===== src/rtl/rtc_pkg.sv =====
package rtc_pkg;
  localparam int unsigned DATA_W = 32;

  localparam logic [2:0] IDX_TIME  = 3'd0;
  localparam logic [2:0] IDX_DATE  = 3'd1;
  localparam logic [2:0] IDX_ALRM  = 3'd2;
  localparam logic [2:0] IDX_CTRL  = 3'd4;
  localparam logic [2:0] IDX_ASTAT = 3'd5;

  localparam logic [DATA_W-1:0] TIME_MASK = 32'h1F1F_3F3F;
  localparam logic [DATA_W-1:0] DATE_MASK = 32'h001F_7F0F;

  typedef struct packed {
    logic [4:0] day;
    logic [4:0] hour;
    logic [5:0] min;
    logic [5:0] sec;
  } rtc_time_t;

  typedef struct packed {
    logic [4:0] cent;
    logic [6:0] year;
    logic [3:0] mon;
  } rtc_date_t;

  typedef struct packed {
    logic unlock;
    logic run_en;
  } rtc_ctrl_t;

  function automatic logic [DATA_W-1:0] pack_time(rtc_time_t t);
    return {3'b0, t.day, 3'b0, t.hour, 2'b0, t.min, 2'b0, t.sec};
  endfunction

  function automatic logic [DATA_W-1:0] pack_date(rtc_date_t d);
    return {11'b0, d.cent, 1'b0, d.year, 4'b0, d.mon};
  endfunction

  function automatic rtc_time_t unpack_time(logic [DATA_W-1:0] w);
    rtc_time_t t;
    t.day  = w[28:24];
    t.hour = w[20:16];
    t.min  = w[13:8];
    t.sec  = w[5:0];
    return t;
  endfunction

  function automatic rtc_date_t unpack_date(logic [DATA_W-1:0] w);
    rtc_date_t d;
    d.cent = w[20:16];
    d.year = w[14:8];
    d.mon  = w[3:0];
    return d;
  endfunction
endpackage


===== src/rtl/rtc_wrap_cnt.sv =====
module rtc_wrap_cnt #(
  parameter int unsigned W = 6
) (
  input  logic         clk_i,
  input  logic         rst_ni,
  input  logic         inc_i,
  input  logic         load_i,
  input  logic [W-1:0] load_val_i,
  input  logic [W-1:0] max_i,
  input  logic [W-1:0] min_i,
  output logic [W-1:0] cnt_o,
  output logic         carry_o
);
  logic [W-1:0] cnt_q;
  logic         at_top;

  assign at_top  = (cnt_q >= max_i);
  assign carry_o = inc_i & at_top;
  assign cnt_o   = cnt_q;

  always_ff @(posedge clk_i or negedge rst_ni) begin
    if (!rst_ni)     cnt_q <= '0;
    else if (load_i) cnt_q <= load_val_i;
    else if (inc_i)  cnt_q <= at_top ? min_i : cnt_q + W'(1);
  end
endmodule


===== src/rtl/rtc_month_len.sv =====
module rtc_month_len (
  input  logic [3:0] mon_i,
  input  logic [6:0] year_i,
  input  logic [4:0] cent_i,
  output logic [4:0] last_day_o
);
  logic leap;

  // Year 00 defers to century: full year divisible by 400 iff century divisible by 4.
  always_comb begin
    if (year_i == 7'd0) leap = (cent_i[1:0] == 2'b00);
    else                leap = (year_i[1:0] == 2'b00);
  end

  always_comb begin
    unique case (mon_i)
      4'd2:                      last_day_o = leap ? 5'd29 : 5'd28;
      4'd4, 4'd6, 4'd9, 4'd11:   last_day_o = 5'd30;
      default:                   last_day_o = 5'd31;
    endcase
  end
endmodule


===== src/rtl/rtc_calendar.sv =====
module rtc_calendar
  import rtc_pkg::*;
(
  input  logic              clk_i,
  input  logic              rst_ni,
  input  logic              step_i,
  input  logic              ld_time_i,
  input  logic              ld_date_i,
  input  logic [DATA_W-1:0] wdata_i,
  output rtc_time_t         time_o,
  output rtc_date_t         date_o
);
  localparam int unsigned NF = 7;
  localparam int unsigned MW = 7;

  rtc_time_t ld_t;
  rtc_date_t ld_d;
  logic [4:0] last_day;

  logic [MW-1:0] cnt   [NF];
  logic [MW-1:0] ldv   [NF];
  logic [MW-1:0] maxv  [NF];
  logic [MW-1:0] minv  [NF];
  logic [NF-1:0] ld;
  logic [NF:0]   carry;

  localparam int unsigned FW [NF] = '{6, 6, 5, 5, 4, 7, 5};

  assign ld_t = unpack_time(wdata_i);
  assign ld_d = unpack_date(wdata_i);

  // field order: sec, min, hour, day, month, year, century
  always_comb begin
    ldv[0] = MW'(ld_t.sec);   maxv[0] = MW'(59);       minv[0] = '0;
    ldv[1] = MW'(ld_t.min);   maxv[1] = MW'(59);       minv[1] = '0;
    ldv[2] = MW'(ld_t.hour);  maxv[2] = MW'(23);       minv[2] = '0;
    ldv[3] = MW'(ld_t.day);   maxv[3] = MW'(last_day); minv[3] = MW'(1);
    ldv[4] = MW'(ld_d.mon);   maxv[4] = MW'(12);       minv[4] = MW'(1);
    ldv[5] = MW'(ld_d.year);  maxv[5] = MW'(99);       minv[5] = '0;
    ldv[6] = MW'(ld_d.cent);  maxv[6] = MW'(31);       minv[6] = '0;
    ld = {{3{ld_date_i}}, {4{ld_time_i}}};
  end

  assign carry[0] = step_i;

  for (genvar g = 0; g < NF; g++) begin : g_fld
    logic [FW[g]-1:0] c;
    rtc_wrap_cnt #(.W(FW[g])) u_cnt (
      .clk_i      (clk_i),
      .rst_ni     (rst_ni),
      .inc_i      (carry[g]),
      .load_i     (ld[g]),
      .load_val_i (ldv[g][FW[g]-1:0]),
      .max_i      (maxv[g][FW[g]-1:0]),
      .min_i      (minv[g][FW[g]-1:0]),
      .cnt_o      (c),
      .carry_o    (carry[g+1])
    );
    assign cnt[g] = MW'(c);
  end

  rtc_month_len u_mlen (
    .mon_i      (cnt[4][3:0]),
    .year_i     (cnt[5][6:0]),
    .cent_i     (cnt[6][4:0]),
    .last_day_o (last_day)
  );

  assign time_o = '{day: cnt[3][4:0], hour: cnt[2][4:0], min: cnt[1][5:0], sec: cnt[0][5:0]};
  assign date_o = '{cent: cnt[6][4:0], year: cnt[5][6:0], mon: cnt[4][3:0]};
endmodule


===== src/rtl/cal_rtc_top.sv =====
module cal_rtc_top
  import rtc_pkg::*;
#(
  parameter int unsigned ADDR_W = 5
) (
  input  logic              clk_i,
  input  logic              rst_ni,
  input  logic              tick_i,
  input  logic [ADDR_W-1:0] addr_i,
  input  logic              we_i,
  input  logic [DATA_W-1:0] wdata_i,
  input  logic              re_i,
  output logic [DATA_W-1:0] rdata_o
);
  localparam int unsigned IW = ADDR_W - 2;

  logic [IW-1:0]     idx;
  rtc_ctrl_t         ctrl_q;
  logic              wr_time, wr_date, step;
  rtc_time_t         cur_t;
  rtc_date_t         cur_d;
  logic [DATA_W-1:0] time_w, date_w, rd_mux, rdata_q;

  assign idx     = addr_i[ADDR_W-1:2];
  assign wr_time = we_i & ctrl_q.unlock & (idx == IW'(IDX_TIME));
  assign wr_date = we_i & ctrl_q.unlock & (idx == IW'(IDX_DATE));
  // a tick colliding with a counter load is dropped
  assign step    = tick_i & ctrl_q.run_en & ~(wr_time | wr_date);

  always_ff @(posedge clk_i or negedge rst_ni) begin
    if (!rst_ni) ctrl_q <= '0;
    else if (we_i && idx == IW'(IDX_CTRL)) ctrl_q <= rtc_ctrl_t'(wdata_i[1:0]);
  end

  rtc_calendar u_cal (
    .clk_i     (clk_i),
    .rst_ni    (rst_ni),
    .step_i    (step),
    .ld_time_i (wr_time),
    .ld_date_i (wr_date),
    .wdata_i   (wdata_i),
    .time_o    (cur_t),
    .date_o    (cur_d)
  );

  assign time_w = pack_time(cur_t);
  assign date_w = pack_date(cur_d);

  always_comb begin
    rd_mux = '0;
    if (idx == IW'(IDX_TIME))      rd_mux = time_w;
    else if (idx == IW'(IDX_DATE)) rd_mux = date_w;
    else if (idx == IW'(IDX_CTRL)) rd_mux = {30'b0, ctrl_q};
  end

  always_ff @(posedge clk_i or negedge rst_ni) begin
    if (!rst_ni) rdata_q <= '0;
    else         rdata_q <= re_i ? rd_mux : '0;
  end

  assign rdata_o = rdata_q;
endmodule


===== config.mk =====
export PLATFORM = sky130hd
export DESIGN_NAME = cal_rtc_top
export DESIGN_NICKNAME = d
export VERILOG_FILES = /design/src/rtl/rtc_pkg.sv /design/src/rtl/rtc_wrap_cnt.sv /design/src/rtl/rtc_month_len.sv /design/src/rtl/rtc_calendar.sv /design/src/rtl/cal_rtc_top.sv
export SDC_FILE = /design/constraint.sdc
export NUM_CORES = 1
export LEC_CHECK = 0
export BUFFER_PORTS_ARGS = -buffer_cell sky130_fd_sc_hd__buf_2
export CAP_MARGIN = 20
export CORE_MARGIN = 1.5
export CORE_UTILIZATION = 56
export CTS_CLUSTER_DIAMETER = 60
export CTS_CLUSTER_SIZE = 16
export DETAILED_ROUTE_END_ITERATION = 8
export GPL_TIMING_DRIVEN = 0
export PLACE_DENSITY = 0.81
export RECOVER_POWER = 25
export SKIP_LAST_GASP = 1
export SLEW_MARGIN = 20
export SYNTH_ARGS = -nofsm -noshare
export SYNTH_HDL_FRONTEND = slang
export SYNTH_SLANG_ARGS = --single-unit

===== constraint.sdc =====
create_clock -name clk_i -period 8.4 [get_ports clk_i]
set_input_delay 0.42 -clock clk_i [delete_from_list [all_inputs] [get_ports clk_i]]
set_output_delay 0.42 -clock clk_i [all_outputs]
set_load 0.05 [all_outputs]

Word-level counts from Yosys, hierarchy flattened
Index checks and enable logic that the tools add are counted.

Register bits after elaboration: 72. Input bits: 42. Output and inout bits: 32. Word-level logic and storage cells: 85.

Add/sub/neg operators: 7. Order comparisons: 7. Eq/ne operators: 7. Muxes and demuxes: 28. Bitwise logic cells: 13. Reduce and logical (&&, ||, !) cells: 13.

Operators with widths (number): 32-bit 2-to-1 mux (2); 5-bit 2-to-1 mux (9); 6-bit 2-to-1 mux (6); 21-bit 2-to-1 mux (1); 7-bit 2-to-1 mux (3); 5-bit by 1-bit adder with 5-bit output (second input constant) (3); 2-bit nonzero test (7); 6-bit by 1-bit adder with 6-bit output (second input constant) (2); 6-bit >= comparator (second input constant) (2); 4-bit 2-to-1 mux (3); 1-bit AND (11); 5-bit >= comparator (second input constant) (2); 4-bit by 3-bit == test with 1-bit output (second input constant) (2); 4-bit == test (second input constant) (2); 7-bit by 1-bit adder with 7-bit output (second input constant) (1); 7-bit >= comparator (second input constant) (1); 7-bit logical NOT (1); 5-bit >= comparator (1); 4-bit by 1-bit adder with 4-bit output (second input constant) (1); 4-bit by 2-bit == test with 1-bit output (second input constant) (1); 4-bit >= comparator (second input constant) (1); 2-bit logical NOT (2); 2-bit case mux with 2 select lines (1); 4-bit OR reduction (1); other kinds (8) (9).

Depth between registers and ports, before layout
Gate-level depths: netlist of run 1.

Depth in word-level cells: 13. Mapped depth: 14. Gate-level depth less buffers: 13.

By module
Synthesis of run 1 repeated with hierarchy kept, for this count alone.

Cells, all modules: 517. Area total of the unflattened synthesis: 5022.3 um^2.

Modules (own cells, without submodules): rtc_wrap_cnt at u_cal.g_fld[2].u_cnt ... (instances 3, cells each 61, area an instance 554.3 um^2, sequential area each 125.1 um^2); cal_rtc_top (instances 1, cells each 80, area an instance 1061.0 um^2, sequential area each 625.6 um^2); rtc_wrap_cnt at u_cal.g_fld[5].u_cnt (instances 1, cells each 79, area an instance 680.7 um^2, sequential area each 175.2 um^2); rtc_wrap_cnt at u_cal.g_fld[1].u_cnt (instances 1, cells each 62, area an instance 590.6 um^2, sequential area each 150.1 um^2); rtc_wrap_cnt at u_cal.g_fld[0].u_cnt (instances 1, cells each 63, area an instance 573.0 um^2, sequential area each 150.1 um^2); rtc_wrap_cnt at u_cal.g_fld[4].u_cnt (instances 1, cells each 36, area an instance 356.6 um^2, sequential area each 100.1 um^2); rtc_month_len (instances 1, cells each 12, area an instance 90.1 um^2, sequential area each 0.0 um^2); rtc_calendar (instances 1, cells each 2, area an instance 7.5 um^2, sequential area each 0.0 um^2).

Worst setup path after synthesis of run 1
Ideal clock, no wire load.

Kind: register to register. From: register u_cal.g_fld[4].u_cnt.cnt_q[0]. To: register u_cal.g_fld[6].u_cnt.cnt_q[0]. Arrival: 2.678 ns. Data required time: 8.318 ns. Setup slack: 5.640 ns. Stages on the path, launching flop included: 12. Path through: dfrtp_1 inv_1 ha_1 nor3b_1 a21oi_1 ha_1 nand2b_1 a21oi_1 or4_1 buf_2 or4_1 a31oi_1.

Longest elaborated chain between the ends: 8. Elaborated cells between the ends (all ways): 13.

RTL lines: start: declaration (RTL line rtc_wrap_cnt.sv:14) `logic [W-1:0] cnt_q;`; start signal: assignment (RTL line rtc_wrap_cnt.sv:23) `else if (load_i) cnt_q <= load_val_i;`; start signal: assignment (RTL line rtc_wrap_cnt.sv:24) `else if (inc_i) cnt_q <= at_top ? min_i : cnt_q + W'(1);`; 4-bit by 3-bit == test with 1-bit output or 4-bit == test (tied branches) (RTL line rtc_month_len.sv:16) `unique case (mon_i)`; 4-bit OR reduction (RTL line rtc_month_len.sv:16); 2-bit case mux with 2 select lines (RTL line rtc_month_len.sv:16); 5-bit >= comparator (RTL line rtc_wrap_cnt.sv:17) `assign at_top = (cnt_q >= max_i);`; 1-bit AND (RTL line rtc_wrap_cnt.sv:18) `assign carry_o = inc_i & at_top;`; 1-bit AND * (2 in series) (RTL line rtc_wrap_cnt.sv:18); 2-bit nonzero test (no source line) *; end signal: assignment (RTL line rtc_wrap_cnt.sv:23); end signal: assignment (RTL line rtc_wrap_cnt.sv:24); end: declaration (RTL line rtc_wrap_cnt.sv:14).

Mark *: on every way between the ends. The rest lies on a longest branch, timed or not. A chain may end at the register's enable or synchronous reset.

Worst setup path in the final report of run 1
Same ends and word-level chain as after synthesis.

==> impl_metrics.json, run 1 <==
{
  "outcome": "complete, but fails checks",
  "violations": "capacitance limit, slew limit",
  "worst_hold_path.num_cells": 3,
  "reg2reg_setup_slack_ns": 5.04,
  "cts.hold.buffers_added": 0,
  "least_setup_slack_across_all_paths_after_layout_ns": 5.038,
  "path_category_of_the_worst_min_delay_check": "in2reg",
  "clock_insertion_delay_worst_skew_ns": 0.35,
  "gpl.final_weighted_congestion": 0.9639,
  "synth.area.top_cells": "dfrtp_1 44%, ha_1 5.3%, o21ai_0 4.1%",
  "cp_cell_sequence": "inv_1 > ha_1 > nor3b_1 > a21oi_1 > ha_1 > nand2b_1 > a21oi_1 > or4_1 > buf_2 > or4_1 > a31oi_1",
  "comb_power_share": 0.325,
  "layout.cells.most_common_list": "63 x dfrtp_1, 53 x buf_2, 38 x nand2_1",
  "cts.sinks": 63,
  "p_per_area_nw_per_um2": 268.8,
  "stdcell_area_um2": 4146,
  "yosys.area.top_type": "dfrtp_1",
  "pwr-share-seq": 0.443,
  "final.min_clock_period_ns": 3.362,
  "cp-start-kind": "register",
  "yosys.area.top_type_share": 0.4418,
  "synth_compound_area_frac": 0.2384,
  "detail_route.wl_per_cell_um": 17.86,
  "grt_ovf": 0,
  "critPathTopFamily": "simple AND/OR/NAND/NOR gates",
  "worst_path_max_delay_cell": "or4_1",
  "timing.critical_path.required_ns": 8.68,
  "max_stage_delay_ns": 0.58,
  "route.antenna.remaining_nets": 0,
  "timing.critical_path.buf_inv": 2,
  "switching_share": 0.4051,
  "power_report.internal_total_w": 0.0006631,
  "setup_total_negative_slack_ns": 0,
  "synthesized_cell_area_um2": 3568,
  "post_cts_resize_count": 0,
  "maxCapViolations": 1,
  "std_cell_rows": 28,
  "clkSlewWorstSetupHoldPaths_ns": 0.07,
  "ir_drop_mv": 0.1638,
  "post-place-ws_ns": 5.217,
  "portBuffers": 52,
  "tritoncts": "done",
  "timing_worst_slew_pin_value_ns": 3.289,
  "synth-edff-count": 0,
  "clock_path_buffers": 2,
  "layout_commonest_cell": "dfrtp_1",
  "synth_xor_area_frac": 0,
  "crit_path_max_fanout": 10,
  "dp_hpwl_um": 6681,
  "boundaryPins": 74,
  "coreArea_um2": 6026,
  "die_h_um": 82.83,
  "post-layout-total-power_w": 0.001115,
  "timing_hold_violations_final": 0,
  "area_of_the_die_um2": 6860,
  "drc": 0,
  "final.hold.worst_slack_ns": 0.2744,
  "die-width_um": 82.83,
  "ys.flop_type": "dfrtp_1",
  "synth_cells": 380,
  "num_antenna_cells": 0,
  "share_of_synthesized_cell_area_in_full_adder_half_adder_and_majority_cells": 0.05259,
  "r2r_start": "u_cal.g_fld[4].u_cnt.cnt_o[0]",
  "cts.root.buffer_cell": "clkbuf_8",
  "grt_start_max_net_pins": 64,
  "synth.avg_cell_area_um2": 9.391,
  "drive_above_1_share": 0.1908,
  "detailroute.via_count": 3375,
  "leakage_nw": 1.935,
  "reg2reg_depth": 11,
  "timing_worst_setup_path_type": "reg2reg",
  "holdCritStartpoint": "wdata_i[14]",
  "synth.mux.area_fraction": 0.01753,
  "detailed_place.area_um2": 3955,
  "drt_wirelength_um": 9485,
  "power_switching_w": 0.0004516,
  "post_cts.repair.setup_buffers": 0,
  "vias_per_instance": 6.356,
  "area_growth_pct": 16.20,
  "ys_warn_count": 0,
  "final_min_period_over_clock_period": 0.4002,
  "grt_first_pass_wirelength_um": 15530,
  "number_of_filler_cells_placed_in_the_layout": 479,
  "report.final.setup_viol": 0,
  "cts_made_buffers": 9,
  "synth.ff_latch_count": 63,
  "drt_pass1_iterations": 5,
  "power_frac_clock": 0.233,
  "grt_antenna_before_repair": 0,
  "arrival_ns": 3.64,
  "whs_endpoint": "u_cal.g_fld[5].u_cnt.cnt_o[6]",
  "floorplan.initialDensity": 0.5922,
  "number_of_global_route_vias_before_repair": 3167,
  "drtIter0Drc": 422,
  "track_usage": 0.2835,
  "final_setup_skew_ns": 0.004749,
  "yosysUniqueCellTypes": 57,
  "worst_r2r_endpoint": "u_cal.g_fld[6].u_cnt.cnt_o[0]",
  "final_nets": 508,
  "h-tree-depth": 3,
  "worst_setup_path_end_kind": "register",
  "rsz0062_at_grt": "false",
  "timing.final.max_slew_violations": 64,
  "slew_headroom": -1.193,
  "synthArstFlopShare": 1.000,
  "synthSimpleGateAreaFrac": 0.2027,
  "synth_sequential_area_ratio": 0.4418,
  "fmax_mhz": 297.5,
  "synth_top_family_by_area": "compound AO/OA/AOI/OAI gates"
}
[area by class of cell]
class                   count  area (µm²)  share of cell area
plain buffers              24       133.9             0.03229
clock buffers              11       131.4             0.03168
clock inverters             5       58.81             0.01418
inverters                   8       30.03            0.007242
multi-input cells         293        1863              0.4493
flip-flops and latches     63        1577              0.3802
well taps                  75       93.84             0.02263
repair buffers             52       259.0             0.06246
[per-layer routing]
metal / routed length, µm / global-route usage / vias up
met5: 0 / 0 / -
met3: 866 / 0.05467 / 29
met1: 4022 / 0.3817 / 1592
li1: - / - / 1567
met2: 4333 / 0.4412 / 187
met4: 262 / 0.1379 / 0
[cells in the mapped netlist, drive strengths merged, types with 3 or more instances]
cell and number:
o21a 3, a21oi 9, a22o 15, nor3 6, o311ai 4, nor2b 3, inv 8, nand3 19
clkbuf 10, buf 14, nand2 38, nand4 3, dfrtp 63, mux2i 4, and2 12, o21ai 33
a41oi 3, o31ai 7, a31oi 16, nor4 4, nor2 34, o211ai 3, ha 15, o2111a 3
and3 8, a211oi 3, o2111ai 5
[per-stage QoR]
| stage | util | std cells |
|---|---|---|
| floorplan | - | 388 |
| global placement | 0.6559 | 515 |
| detailed placement | 0.6564 | 515 |
| CTS | 0.6879 | 531 |
| global route | 0.6881 | 531 |
| finish | 0.6881 | 531 |
[worst reg2reg max path: stages (launching register included)]
cell and delay, ns:
dfrtp_1 0.45, inv_1 0.11, ha_1 0.17, nor3b_1 0.41, a21oi_1 0.19, ha_1 0.31, nand2b_1 0.09, a21oi_1 0.20
or4_1 0.58, buf_2 0.20, or4_1 0.40, a31oi_1 0.17
[worst max-delay path by stage]
stage	cells after the start	slack, ns	startpoint	endpoint
after floorplan	11	5.64	u_cal.g_fld[4].u_cnt.cnt_o[0]	u_cal.g_fld[6].u_cnt.cnt_o[0]
after global placement	11	5.31	u_cal.g_fld[4].u_cnt.cnt_o[0]	u_cal.g_fld[6].u_cnt.cnt_o[0]
after detailed placement	11	5.22	u_cal.g_fld[4].u_cnt.cnt_o[0]	u_cal.g_fld[6].u_cnt.cnt_o[0]
after CTS	11	5.12	u_cal.g_fld[4].u_cnt.cnt_o[0]	u_cal.g_fld[6].u_cnt.cnt_o[0]
after global routing	1	4.58	rst_ni	u_cal.g_fld[5].u_cnt.cnt_o[0]
final	11	5.04	u_cal.g_fld[4].u_cnt.cnt_o[0]	u_cal.g_fld[6].u_cnt.cnt_o[0]
[power by group through the flow]
| stage | combinational (W) | clock (W) | sequential (W) |
|---|---|---|---|
| after global placement | 0.000336 | 0 | 0.000488 |
| after floorplan | 0.000250 | 0 | 0.000482 |
| final | 0.000362 | 0.000259 | 0.000494 |
| after CTS | 0.000356 | 0.000260 | 0.000488 |
| after detailed placement | 0.000351 | 0 | 0.000492 |
| after global routing | 0.000402 | 0.000276 | 0.000507 |
[kinds of logic (layout without fill, tap and decap cells)]
| kind of cell | Yosys count | in the layout |
|---|---|---|
| and+or+nand+nor | 143 | 143 |
| AOI/OAI and AO/OA | 120 | 120 |
| DFF | 63 | 63 |
| buffers and inverters | 32 | 100 |
| adders and majority gates | 15 | 15 |
| muxes | 6 | 6 |
| other | 1 | 9 |
[flip-flops by register name, indices dropped and copies added (netlist names)]
name / cells
rdata_o: 23
ctrl_q: 2
u_cal.g_fld.u_cnt.cnt_o: 38
Note: power is estimated with default switching activity, not from simulation.
==> run 2: changes to the inputs <==
CORE_UTILIZATION = 55   (was 56)
PLACE_DENSITY = 0.8   (was 0.81)
clock period = 3.3 ns   (was 8.4 ns; I/O delays follow)
==> impl_metrics.json, run 2 (synthesis gave the netlist of run 1 again) <==
{
  "seq_area_um2": 1577,
  "drt_pass1_iterations": 6,
  "crit_path_max_fanout": 10,
  "cts_made_buffers": 9,
  "detail_route.wl_per_cell_um": 17.12,
  "worst_setup_path_end_kind": "register",
  "post_cts.repair.setup_buffers": 0,
  "drc": 0,
  "timing_worst_setup_path_type": "reg2reg",
  "slew_headroom": -0.02852,
  "clkSlewWorstSetupHoldPaths_ns": 0.07,
  "leakage_nw": 1.886,
  "final_setup_skew_ns": 0.005037,
  "drive_above_1_share": 0.1685,
  "post-place-ws_ns": 0.1826,
  "coreArea_um2": 6314,
  "setup_total_negative_slack_ns": 0,
  "ir_drop_mv": 0.4059,
  "least_setup_slack_across_all_paths_after_layout_ns": 0.2751,
  "die-width_um": 83.55,
  "clock_insertion_delay_worst_skew_ns": 0.35,
  "final_nets": 509,
  "num_antenna_cells": 0,
  "h-tree-depth": 3,
  "clock_path_buffers": 2,
  "cp-start-kind": "register",
  "std_cell_rows": 29,
  "cts.sinks": 63,
  "boundaryPins": 74,
  "timing.final.max_slew_violations": 64,
  "outcome": "complete, but fails checks",
  "final.min_clock_period_ns": 3.025,
  "p_per_area_nw_per_um2": 682.5,
  "path_category_of_the_worst_min_delay_check": "in2reg",
  "maxCapViolations": 1,
  "drtIter0Drc": 396,
  "grt_ovf": 0,
  "area_of_the_die_um2": 6981,
  "grt_first_pass_wirelength_um": 14460,
  "largest_register_ffs": 38,
  "timing.critical_path.required_ns": 3.57,
  "gpl.final_weighted_congestion": 0.9177,
  "layout_commonest_cell": "dfrtp_1",
  "number_of_filler_cells_placed_in_the_layout": 525,
  "floorplan.initialDensity": 0.5652,
  "tritoncts": "done",
  "dp_hpwl_um": 6559,
  "timing_hold_violations_final": 0,
  "vias_per_instance": 6.309,
  "route.antenna.remaining_nets": 0,
  "layout.cells.most_common_list": "63 x dfrtp_1, 38 x buf_2, 38 x nand2_1",
  "final_min_period_over_clock_period": 0.9166,
  "track_usage": 0.2625,
  "report.final.setup_viol": 0,
  "arrival_ns": 3.30,
  "grt_start_max_net_pins": 64,
  "timing_worst_slew_pin_value_ns": 1.543,
  "area_growth_pct": 16.48,
  "cts.root.buffer_cell": "clkbuf_8",
  "die_h_um": 83.55,
  "number_of_global_route_vias_before_repair": 2948,
  "portBuffers": 52,
  "detailroute.via_count": 3369,
  "fmax_mhz": 330.6,
  "rsz0062_at_grt": "false",
  "area_occupied_by_multi_input_gates_um2": 1872,
  "grt_antenna_before_repair": 0,
  "violations": "capacitance limit, slew limit",
  "drt_wirelength_um": 9144
}
-- run 2: per-layer routing --
metal | routed length [µm] | vias up | global-route usage | part of all wire
met5 | 0 | - | 0 | 0
met4 | 232 | 0 | 0.1252 | 0.025
met3 | 732 | 25 | 0.04154 | 0.080
met2 | 4167 | 180 | 0.3954 | 0.46
met1 | 4012 | 1598 | 0.3723 | 0.44
li1 | - | 1566 | - | -
-- run 2: timing repair --
item / CTS / global route
endpoints found under the setup margin: 0 / 7
hold buffers: 1 / 0
resized for setup: 0 / 2
endpoints found under the hold margin: 63 / 0
-- run 2: layout make-up --
class,instances,share of cell area
buffer,24,0.03221
clock buffer,9,0.02980
clock inverter,7,0.01746
inverter,8,0.007225
multi-input combinational,293,0.4503
sequential,63,0.3793
tap,77,0.02318
timing repair buffer,53,0.06051
-- run 2: power by group --
group	switching, W	leakage, nW	internal, W
registers	0.000284	0.795	0.000970
clock network	0.000320	0.0956	0.000349
logic	0.000540	0.995	0.000373
total	0.00114	1.89	0.00169
-- run 2: stage by stage --
step                power, W  instance area (µm²)  hold slack [ns]    util  cells
floorplan           0.001863                 3598          -0.1306       -    388
global placement    0.002101                 3955           0.3749  0.6264    517
detailed placement  0.002135                 3958           0.3026  0.6268    517
CTS                 0.002815                 4164          0.01118  0.6595    534
global route        0.003023                 4156          0.01656  0.6583    534
finish              0.002837                 4156          0.02143  0.6583    534
-- run 2: worst paths after layout --
kind,to,startpoint,cells past startpoint,slack [ns]
min in group asynchronous,u_cal.g_fld[0].u_cnt.cnt_o[3],rst_ni,2,0.74
max in group asynchronous,u_cal.g_fld[4].u_cnt.cnt_o[3],rst_ni,2,1.64
worst min-delay path,u_cal.g_fld[5].u_cnt.cnt_o[6],wdata_i[14],3,0.02
worst max-delay path,u_cal.g_fld[6].u_cnt.cnt_o[0],u_cal.g_fld[6].u_cnt.cnt_o[0],13,0.28
worst max register to register,u_cal.g_fld[6].u_cnt.cnt_o[0],u_cal.g_fld[6].u_cnt.cnt_o[0],13,0.28
worst min register to register,u_cal.g_fld[3].u_cnt.cnt_o[4],u_cal.g_fld[3].u_cnt.cnt_o[4],1,0.56
-- run 2: critical path: stages (launching register included) --
cell and delay (ns):
dfrtp_1 0.47, inv_1 0.07, ha_1 0.20, nor3_1 0.13, nand2_1 0.09, nand2_1 0.10, a21oi_1 0.10, ha_1 0.29
nand2b_1 0.11, a21oi_2 0.11, or4_1 0.52, buf_2 0.19, or4_1 0.40, a31oi_1 0.17
==> run 3: changes to the inputs <==
RECOVER_POWER = 100   (was 25)
==> impl_metrics.json, run 3 (synthesis gave the netlist of run 1 again) <==
{
  "track_usage": 0.2625,
  "final_min_period_over_clock_period": 0.9164,
  "layout_commonest_cell": "dfrtp_1",
  "route.antenna.remaining_nets": 0,
  "floorplan.initialDensity": 0.5652,
  "grt_start_max_net_pins": 64,
  "stdcell_area_um2": 4131,
  "detailed_place.area_um2": 3958,
  "drt_pass1_iterations": 5,
  "gpl.final_weighted_congestion": 0.9177,
  "grt_ovf": 0,
  "boundaryPins": 74,
  "final_nets": 509,
  "dp_hpwl_um": 6559,
  "die_h_um": 83.55,
  "rsz0062_at_grt": "false",
  "cp-start-kind": "register",
  "cts.sinks": 63,
  "final.min_clock_period_ns": 3.024,
  "arrival_ns": 3.30,
  "num_antenna_cells": 0,
  "area_of_the_die_um2": 6981,
  "tritoncts": "done",
  "area_growth_pct": 15.78,
  "maxCapViolations": 1,
  "timing_worst_setup_path_type": "reg2reg",
  "largest_register_ffs": 38,
  "drive_above_1_share": 0.1422,
  "drtIter0Drc": 351,
  "setup_total_negative_slack_ns": 0,
  "detailroute.via_count": 3318,
  "std_cell_rows": 29,
  "outcome": "complete, but fails checks",
  "cts_made_buffers": 9,
  "timing_worst_slew_pin_value_ns": 1.553,
  "grt_antenna_before_repair": 0,
  "clkSlewWorstSetupHoldPaths_ns": 0.07,
  "number_of_filler_cells_placed_in_the_layout": 534,
  "h-tree-depth": 3,
  "fmax_mhz": 330.7,
  "crit_path_max_fanout": 10,
  "drt_wirelength_um": 9199,
  "die-width_um": 83.55,
  "timing_hold_violations_final": 0,
  "post_cts.repair.setup_buffers": 0,
  "timing.critical_path.required_ns": 3.58,
  "report.final.setup_viol": 0,
  "number_of_global_route_vias_before_repair": 2948,
  "drc": 0,
  "final.hold.worst_slack_ns": 0.01602,
  "slew_headroom": -0.03550,
  "violations": "capacitance limit, slew limit",
  "cts.root.buffer_cell": "clkbuf_8",
  "worst_setup_path_end_kind": "register",
  "clock_insertion_delay_worst_skew_ns": 0.35,
  "leakage_nw": 1.841,
  "vias_per_instance": 6.213,
  "coreArea_um2": 6314,
  "final_setup_skew_ns": 0.006495,
  "detail_route.wl_per_cell_um": 17.23,
  "portBuffers": 52,
  "clock_path_buffers": 2,
  "ir_drop_mv": 0.4048,
  "layout.cells.most_common_list": "63 x dfrtp_1, 38 x nand2_1, 35 x clkbuf_1",
  "grt_first_pass_wirelength_um": 14460,
  "p_per_area_nw_per_um2": 687.0,
  "timing.final.max_slew_violations": 64,
  "path_category_of_the_worst_min_delay_check": "in2reg"
}
## run 3: cell count changes in the layout (fill, tap and decap cells not counted)
cell	before	now
clkbuf_1	25	35
buf_2	38	29
o21ai_0	29	30
a2111oi_1	0	1
nor3_1	5	6
o21ai_1	4	3
and2_0	0	4
a2111oi_2	1	0
buf_4	11	10
nor3_2	1	0
and2_1	12	8
## run 3: area by class of cell
type | count | area [µm²] | area share
buffer | 24 | 130.1 | 0.03150
clock buffer | 9 | 123.9 | 0.02998
clock inverter | 7 | 72.57 | 0.01757
inverter | 8 | 30.03 | 0.007268
multi-input combinational | 293 | 1862 | 0.4506
sequential | 63 | 1577 | 0.3816
tap | 77 | 96.34 | 0.02332
timing repair buffer | 53 | 240.2 | 0.05815
## run 3: per-layer routing
metal	global-route usage	up-vias	wire, µm
li1	-	1561	-
met1	0.3723	1568	4055
met2	0.3954	167	4123
met3	0.04154	22	799
met4	0.1252	0	221
met5	0	-	0
## run 3: final timing paths
kind	from	endpoint	slack, ns	cells after the start
max	u_cal.g_fld[6].u_cnt.cnt_o[0]	u_cal.g_fld[6].u_cnt.cnt_o[0]	0.28	13
min	wdata_i[14]	u_cal.g_fld[5].u_cnt.cnt_o[6]	0.02	3
max reg2reg	u_cal.g_fld[6].u_cnt.cnt_o[0]	u_cal.g_fld[6].u_cnt.cnt_o[0]	0.28	13
min reg2reg	u_cal.g_fld[3].u_cnt.cnt_o[4]	u_cal.g_fld[3].u_cnt.cnt_o[4]	0.56	1
max in group asynchronous	rst_ni	u_cal.g_fld[4].u_cnt.cnt_o[0]	1.64	2
min in group asynchronous	rst_ni	u_cal.g_fld[0].u_cnt.cnt_o[3]	0.74	2
## run 3: report_power, final
part | leakage (nW) | switching [W] | internal [W]
sequential | 0.795 | 0.000285 | 0.000970
clock | 0.0956 | 0.000327 | 0.000349
combinational | 0.950 | 0.000538 | 0.000370
total | 1.84 | 0.00115 | 0.00169
## run 3: critical path: stages, from the launching register on
cell      delay (ns)
dfrtp_1         0.47
inv_1           0.07
ha_1            0.19
nor3_1          0.13
nand2_1         0.09
nand2_1         0.10
a21oi_1         0.10
ha_1            0.29
nand2b_1        0.11
a21oi_2         0.11
or4_1           0.52
buf_2           0.19
or4_1           0.40
a31oi_1         0.17
## run 3: stage by stage
step	util	total power (W)	setup slack, ns	cells
after CTS	0.6595	0.002815	0.1305	534
after global placement	0.6264	0.002101	0.2159	517
after floorplan	-	0.001863	0.5400	388
final	0.6544	0.002838	0.2760	534
after global routing	0.6544	0.003018	0.04576	534
after detailed placement	0.6268	0.002135	0.1826	517
## run 3: repair_timing
item / 4_1_cts / 5_1_grt
setup endpoints to repair: 0 / 7
resized for setup: 0 / 2
endpoints found under the hold margin: 63 / 0
hold buffers: 1 / 0
